===== config.mk =====
export PLATFORM = sky130hd
export DESIGN_NAME = swi_soft_irq
export DESIGN_NICKNAME = d
export VERILOG_FILES = /design/src/rtl/swi_pkg.sv /design/src/rtl/swi_decode.sv /design/src/rtl/swi_pending.sv /design/src/rtl/swi_level.sv /design/src/rtl/swi_mask.sv /design/src/rtl/swi_soft_irq.sv
export SDC_FILE = /design/constraint.sdc
export NUM_CORES = 1
export LEC_CHECK = 0
export BUFFER_PORTS_ARGS = -buffer_cell sky130_fd_sc_hd__clkbuf_2
export CORE_MARGIN = 10
export CORE_UTILIZATION = 40
export CTS_CLUSTER_DIAMETER = 150
export CTS_CLUSTER_SIZE = 30
export DETAILED_ROUTE_END_ITERATION = 8
export GPL_TIMING_DRIVEN = 0
export PLACE_DENSITY = 0.77
export SYNTH_ARGS = -nofsm -noshare
export SYNTH_HDL_FRONTEND = slang
export SYNTH_SLANG_ARGS = --single-unit

===== constraint.sdc =====
create_clock -name clk -period 2.82 [get_ports clk]
set_input_delay 0.846 -clock clk [delete_from_list [all_inputs] [get_ports clk]]
set_output_delay 0.846 -clock clk [all_outputs]
set_load 0.01 [all_outputs]

===== src/rtl/swi_pkg.sv =====
package swi_pkg;

    // Write port address map
    typedef enum logic [1:0] {
        ADDR_LOAD  = 2'd0,
        ADDR_SET   = 2'd1,
        ADDR_CLEAR = 2'd2,
        ADDR_LEVEL = 2'd3
    } swi_addr_e;

    // Decoded action for one cycle
    typedef enum logic [2:0] {
        ACT_IDLE,
        ACT_LOAD,
        ACT_SET,
        ACT_CLEAR,
        ACT_LEVEL
    } swi_act_e;

endpackage


===== src/rtl/swi_decode.sv =====
module swi_decode
    import swi_pkg::*;
(
    input  logic       wr_en,
    input  logic [1:0] wr_addr,
    output swi_act_e   act
);

    always_comb begin
        act = ACT_IDLE;
        if (wr_en) begin
            unique case (swi_addr_e'(wr_addr))
                ADDR_LOAD:  act = ACT_LOAD;
                ADDR_SET:   act = ACT_SET;
                ADDR_CLEAR: act = ACT_CLEAR;
                ADDR_LEVEL: act = ACT_LEVEL;
            endcase
        end
    end

endmodule


===== src/rtl/swi_pending.sv =====
module swi_pending
    import swi_pkg::*;
#(
    parameter int W = 17
) (
    input  logic         clk,
    input  logic         rst_n,
    input  swi_act_e     act,
    input  logic [W-1:0] wr_data,
    input  logic         tick_hit,
    input  logic         stick_hit,
    output logic [W-1:0] pend_q
);

    localparam int HI = W - 1;

    logic [W-1:0] written;
    logic [W-1:0] events;
    logic [W-1:0] pend_d;

    // Effect of the write alone
    always_comb begin
        unique case (act)
            ACT_LOAD:  written = wr_data;
            ACT_SET:   written = pend_q | wr_data;
            ACT_CLEAR: written = pend_q & ~wr_data;
            default:   written = pend_q;
        endcase
    end

    // Timer events are applied last, so they win over a same-cycle clear
    always_comb begin
        events     = '0;
        events[0]  = tick_hit;
        events[HI] = stick_hit;
        pend_d     = written | events;
    end

    always_ff @(posedge clk) begin
        if (!rst_n) pend_q <= '0;
        else        pend_q <= pend_d;
    end

endmodule


===== src/rtl/swi_level.sv =====
module swi_level
    import swi_pkg::*;
#(
    parameter int PIL_W = 4
) (
    input  logic             clk,
    input  logic             rst_n,
    input  swi_act_e         act,
    input  logic [PIL_W-1:0] lvl_data,
    output logic [PIL_W-1:0] pil_q
);

    always_ff @(posedge clk) begin
        if (!rst_n)                 pil_q <= '0;
        else if (act == ACT_LEVEL)  pil_q <= lvl_data;
    end

endmodule


===== src/rtl/swi_mask.sv =====
module swi_mask #(
    parameter int W          = 17,
    parameter int PIL_W      = 4,
    parameter int TIMER_GATE = 14
) (
    input  logic [W-1:0]     pend,
    input  logic [PIL_W-1:0] pil,
    output logic [W-1:0]     req
);

    localparam int                 CW     = PIL_W + 1;
    localparam logic [CW-1:0]      GATE_V = CW'(TIMER_GATE);

    logic [CW-1:0] pil_x;
    assign pil_x = {1'b0, pil};

    for (genvar i = 0; i < W; i++) begin : g_bit
        if (i == 0 || i == W - 1) begin : g_timer
            // Timer flags use a fixed threshold instead of the bit index
            assign req[i] = pend[i] && (pil_x < GATE_V);
        end else begin : g_level
            localparam logic [CW-1:0] IDX = CW'(i);
            assign req[i] = pend[i] && (IDX > pil_x);
        end
    end

endmodule


===== src/rtl/swi_soft_irq.sv =====
module swi_soft_irq
    import swi_pkg::*;
#(
    parameter int W          = 17,
    parameter int PIL_W      = 4,
    parameter int TIMER_GATE = 14
) (
    input  logic         clk,
    input  logic         rst_n,
    input  logic         wr_en,
    input  logic [1:0]   wr_addr,
    input  logic [W-1:0] wr_data,
    input  logic         tick_hit,
    input  logic         stick_hit,
    input  logic         rd_sel,
    output logic [W-1:0] rd_data,
    output logic [W-1:0] irq_req
);

    swi_act_e         act;
    logic [W-1:0]     pend_q;
    logic [PIL_W-1:0] pil_q;

    swi_decode u_decode (
        .wr_en   (wr_en),
        .wr_addr (wr_addr),
        .act     (act)
    );

    swi_pending #(.W(W)) u_pending (
        .clk       (clk),
        .rst_n     (rst_n),
        .act       (act),
        .wr_data   (wr_data),
        .tick_hit  (tick_hit),
        .stick_hit (stick_hit),
        .pend_q    (pend_q)
    );

    swi_level #(.PIL_W(PIL_W)) u_level (
        .clk      (clk),
        .rst_n    (rst_n),
        .act      (act),
        .lvl_data (wr_data[PIL_W-1:0]),
        .pil_q    (pil_q)
    );

    swi_mask #(.W(W), .PIL_W(PIL_W), .TIMER_GATE(TIMER_GATE)) u_mask (
        .pend (pend_q),
        .pil  (pil_q),
        .req  (irq_req)
    );

    assign rd_data = rd_sel ? W'(pil_q) : pend_q;

endmodule


### Yosys cells after proc, flatten, opt, wreduce, memory -nomap -nowiden

Cells that the tools add are included.

* word-level logic and storage cells: 51
* output and inout bits: 34
* flip-flop bits (word level): 21
* input bits: 25

* muxes and demuxes: 4
* reduce and logical (&&, ||, !) cells: 18
* equality and inequality tests: 7
* bitwise gates (word level): 4
* order comparisons: 16

Operator list (number)
* $pmux W17 S3: 1
* $or A17 B17 Y17: 2
* $gt A4 B4 Y1 const A: 8
* $and A17 B17 Y17: 1
* $logic_and A1 B1 Y1: 17
* $mux W17: 1
* $not A17 Y17: 1
* $gt A3 B4 Y1 const A: 4
* $pmux W3 S4: 1
* $gt A2 B4 Y1 const A: 2
* $eq A3 B2 Y1 const B: 2
* $eq A2 B2 Y1 const B: 2
* $gt A1 B4 Y1 const A: 1
* $lt A4 B4 Y1 const B: 1
* $eq A3 B1 Y1 const B: 1
* $eq A3 B3 Y1 const B: 1
* $mux W3: 1
* $eq A2 B1 Y1 const B: 1
* $logic_not A2 Y1: 1

### Longest topological paths before layout

* word-level depth: 6
* gate-level depth with buffers: 7
* mapped depth without buffers: 5

### Hierarchy

From an unflattened synthesis, not the netlist that was laid out.

* cell total of the unflattened synthesis: 170
* area total of the unflattened synthesis: 1487.7 µm²

By module, submodules not included
* swi_pending: area an instance 883.3 µm², seq. area each 340.3 µm², cells an instance 94, times used 1
* swi_mask: area an instance 201.4 µm², seq. area each 0.0 µm², cells an instance 31, times used 1
* swi_level: area an instance 173.9 µm², seq. area each 80.1 µm², cells an instance 18, times used 1
* swi_soft_irq: area an instance 163.9 µm², seq. area each 0.0 µm², cells an instance 19, times used 1
* swi_decode: area an instance 65.1 µm², seq. area each 0.0 µm², cells an instance 8, times used 1

### Least setup slack after synthesis

Ideal clock, no wire load.

* kind: input to output
* from: input rd_sel
* to: output rd_data[10]
* slack: 474 ps
* required time: 1974 ps
* path buffers: 2
* arrival time: 1500 ps
* cell stages on the path: 3
* cell sequence: clkbuf_1 -> buf_1 -> nor2b_1

* cells in the longest elaborated chain, start to end: 1

RTL lines
* start: declaration: RTL line swi_soft_irq.sv:15 `input logic rd_sel,`
* $mux W17: RTL line swi_soft_irq.sv:54 `assign rd_data = rd_sel ? W'(pil_q) : pend_q;`
* end: declaration: RTL line swi_soft_irq.sv:16 `output logic [W-1:0] rd_data,`

No other way between the ends.

### Final worst setup path

* from: input rd_sel
* to: output rd_data[7]

Same word-level chain as after synthesis.

==> run summary <==
The delay of the slowest cell on the worst path is approximately 370 ps. The synthesized net count is 183. The most common cell after layout, fill and taps aside is sky130_fd_sc_hd__clkbuf_2.

The final routed DRC violation total is 0. The run finished with clean final reports. The slew at the pin closest to its max-slew limit is between 600 and 700 ps. The power density over the cells came out at 388 mW/mm^2. The number of max-slew violations in the final report is 0.

The number of instances in the synthesized netlist came out at approximately 160. TritonCTS built the clock tree. The mapped cell area is 0.00135 sq mm. The Yosys step of the flow raised 0 warnings. The switching power total came out at 207 uW.

The global routing met3 resource utilization came out at under 10%. The total number of clock tree sinks is 21. Net switching is 31.1% of the power. Detailed placement ended at an HPWL of 3130 microns. The top cell types in the final layout, fill and taps aside, are sky130_fd_sc_hd__clkbuf_2, sky130_fd_sc_hd__dfxtp_1, sky130_fd_sc_hd__nand2_1.

The tool flagged a number of max-cap violations equal to 0. The placer congestion estimate is ~0.75. The fraction of power consumed by combinational cells is 28.5%.

The maximum fanout along the worst path came out at 10. The floorplan die width is ~78 microns. The clock network fraction of design power is between 20% and 30%. Of the cells placed in the final design, the portion with a size suffix greater than 1 is ~35%.

The final hold violation count came out at 0. The clock passes through at most 2 buffers. In this run the vertical extent of the chip is a little under 80 microns.

The cts-stage hold buffer count is 0. The worst ir drop on vdd is about 270 uV. Walking the worst path, the cells encountered are clkbuf_1 > clkbuf_2 > nor2_1 > clkbuf_2. The floorplan core area is 0.00328 sq mm. The number of placement rows is 21. The proportion of power drawn by flip-flops and latches came out at around 50%. The met1 track demand over resource in global routing came out at roughly 16%. The number of global-route vias before repair came out at around 1400. The share of the cycle needed by the critical path after routing came out at 93.2%. Counting stages on the worst path, the most repeated cell is sky130_fd_sc_hd__clkbuf_2. The effective utilization at floorplan came out at 41.0%.

At the end of the flow the core is filled with cells to 52.1%. TritonCTS created 3 clock buffers. The first global-routing pass estimated about 6500 microns of wire. The worst setup path is launched from an input pin. The area growth from synthesis to layout is 27.1%. The net count of the finished layout is approximately 240. Summed over all layers, the routed wires come to 3960 microns. The combined area of the multi-input logic cells is between 800 and 900 sq um. Entering global routing, the biggest net connects 12 pins. The sequential standard cell area came out at 420 sq um. The setup total negative slack is 0 ps. The final setup violation count is 0. The initial antenna violation count is 0.

The power consumption is 665 uW. For this block, the via count after detailed routing is ~1400. The number of flip-flops and latches in the synthesized netlist came out at 21.

For this design the top-level I/O count stands at roughly 60. The die footprint is a little over 0.006 sq mm. The setup clock skew after layout came out at 0 ps. The clock transition time at the flip-flop clock pins of the worst setup and hold paths came out at 110 ps. The worst relative slew slack came out at approximately 58%. The clock latency on the worst-skew pair is 300 ps. The number of fill cells came out at approximately 350. The tree is rooted in a sky130_fd_sc_hd__clkbuf_4. The number of optimization iterations in the first detailed-route pass is 4. STA puts the critical path data required time at 1970 ps. The min-delay analysis places its worst path in the category flop to flop. The global-route usage over all layers is ~13%.

The average instance in the mapped netlist occupies 8.69 sq um. The number of antenna diodes in the final layout is 0. The internal cell power is around 460 uW. The via density per instance is 5.33. Setup repair after global routing left no endpoint under its margin.

The share of the Yosys chip area taken by registers is 31.2%. The cell leakage power came out at slightly below 0.0008 uW. The arrival time of data at the critical path endpoint is roughly 1800 ps. The violation count after the first detailed-routing iteration came out at between 50 and 60. For this run, global-route usage on met2 was measured as about a fifth.

For the finished layout, the period the worst path requires is approximately 2600 ps. On the critical path, the stage with the largest delay is an instance of sky130_fd_sc_hd__clkbuf_1. CTS built an H-tree with a depth of 1. The layer flagged by global routing as most heavily used is met2.

The final global-route overflow total came out at 0. The top achievable clock speed came out at around 0.38 GHz. The average wire length per cell after detail routing came out at 15.2 microns. Once detail routing completed, the nets flagged for antenna violations numbered 0. The count of buffers added on input and output ports is 56. The count of cell types in the netlist came out at 39.

STA classifies the critical path endpoint as a primary output. The category of the critical setup timing path is input pin to primary output.
## routing by layer
layer | part of all wire [%] | routed length (microns)
met5 | 0 | 0
met4 | 1.1 | 44
met1 | 45 | 1760
met3 | 7.9 | 314
met2 | 46 | 1830
## critical path, delay by kind of cell
| family | cells | cell delay, ps |
|---|---|---|
| buffers and inverters | 3 | 850 |
| and+or+nand+nor | 1 | 80 |
## metrics by stage
stage | hold slack, ps | std cells | setup slack [ps] | instance area (sq um)
after floorplan | 472 | 155 | 474 | 1350
after global placement | 487 | 257 | 30.7 | 1680
after detailed placement | 493 | 257 | 16.5 | 1680
after CTS | 519 | 261 | 20.5 | 1710
after global routing | 550 | 261 | 94.4 | 1710
final | 516 | 261 | 191 | 1710
## layout make-up
cell class | instances | area share (%)
clock buffers | 4 | 1.54
well taps | 46 | 3.36
inverters | 8 | 1.75
flip-flops and latches | 21 | 24.6
plain buffers | 11 | 4.24
multi-input cells | 115 | 48.2
repair buffers | 56 | 16.4
## timing repair
| action | in CTS | in global routing |
|---|---|---|
| setup endpoints to repair | 0 | 10 |
| buffers inserted | 0 | 0 |
| resized for setup | 0 | 1 |
## state kept, by name (all words and copies together) (netlist names)
name	cells
u_level.pil_q	4
u_pending.pend_q	17
## cells in the mapped netlist
master / count / area share (%)
sky130_fd_sc_hd__nor4b_2: 1 / 1.1
sky130_fd_sc_hd__or2_4: 1 / 0.65
sky130_fd_sc_hd__nor3_1: 1 / 0.37
sky130_fd_sc_hd__nor4b_1: 2 / 1.3
sky130_fd_sc_hd__o21ai_1: 4 / 1.5
sky130_fd_sc_hd__a32o_1: 11 / 8.2
sky130_fd_sc_hd__a31oi_4: 1 / 1.6
sky130_fd_sc_hd__a221o_1: 2 / 1.5
sky130_fd_sc_hd__and3b_1: 5 / 3.3
sky130_fd_sc_hd__dfxtp_1: 21 / 31
sky130_fd_sc_hd__a21boi_0: 3 / 1.7
sky130_fd_sc_hd__a22o_1: 1 / 0.65
sky130_fd_sc_hd__buf_4: 2 / 1.1
sky130_fd_sc_hd__or4b_4: 1 / 1.0
sky130_fd_sc_hd__inv_2: 1 / 0.28
sky130_fd_sc_hd__and2_1: 9 / 4.2
sky130_fd_sc_hd__buf_6: 3 / 2.5
sky130_fd_sc_hd__a211oi_1: 1 / 0.56
sky130_fd_sc_hd__nand3_1: 8 / 3.0
sky130_fd_sc_hd__buf_1: 1 / 0.28
sky130_fd_sc_hd__inv_1: 7 / 2.0
sky130_fd_sc_hd__nor4b_4: 1 / 1.8
sky130_fd_sc_hd__a41oi_1: 4 / 2.6
sky130_fd_sc_hd__nor2_1: 6 / 1.7
sky130_fd_sc_hd__a311oi_1: 1 / 0.65
sky130_fd_sc_hd__clkbuf_1: 5 / 1.4
sky130_fd_sc_hd__o21ai_0: 6 / 2.2
sky130_fd_sc_hd__a21o_1: 1 / 0.56
sky130_fd_sc_hd__and3_1: 1 / 0.46
sky130_fd_sc_hd__o31ai_1: 1 / 0.56
sky130_fd_sc_hd__a31oi_1: 3 / 1.4
sky130_fd_sc_hd__nand2_1: 13 / 3.6
sky130_fd_sc_hd__and2b_1: 1 / 0.56
sky130_fd_sc_hd__a21oi_1: 6 / 2.2
sky130_fd_sc_hd__nand2b_2: 1 / 0.65
sky130_fd_sc_hd__ha_1: 3 / 2.8
sky130_fd_sc_hd__nor2b_1: 11 / 5.1
sky130_fd_sc_hd__o21a_1: 1 / 0.56
sky130_fd_sc_hd__mux2_2: 4 / 3.3
## power groups by stage
stage | Sequential (uW) | Clock [uW] | Combinational (uW)
detailed placement | 334 | 0 | 190
finish | 328 | 148 | 189
global placement | 333 | 0 | 187
global route | 331 | 162 | 209
CTS | 327 | 148 | 191
floorplan | 331 | 0 | 121
## cells by family after synthesis
group           share of synthesized area, %
compound gates                          26.4
buf+inv                                 7.53
flops                                   31.2
simple gates                            28.7
mux                                     3.35
fa+ha+maj                               2.79
## worst paths after layout
| path | start | to | slack, ps | cells past startpoint |
|---|---|---|---|---|
| setup / recovery | rd_sel | rd_data[7] | 190 | 4 |
| hold / removal | u_pending.pend_q[9]$_SDFFE_PN0P_ | u_pending.pend_q[9]$_SDFFE_PN0P_ | 520 | 1 |
| setup reg to reg | u_level.pil_q[3]$_SDFFE_PN0N_ | u_level.pil_q[3]$_SDFFE_PN0N_ | 1720 | 3 |
| hold reg to reg | u_pending.pend_q[9]$_SDFFE_PN0P_ | u_pending.pend_q[9]$_SDFFE_PN0P_ | 520 | 1 |
Power figures use the tool's default switching activity.
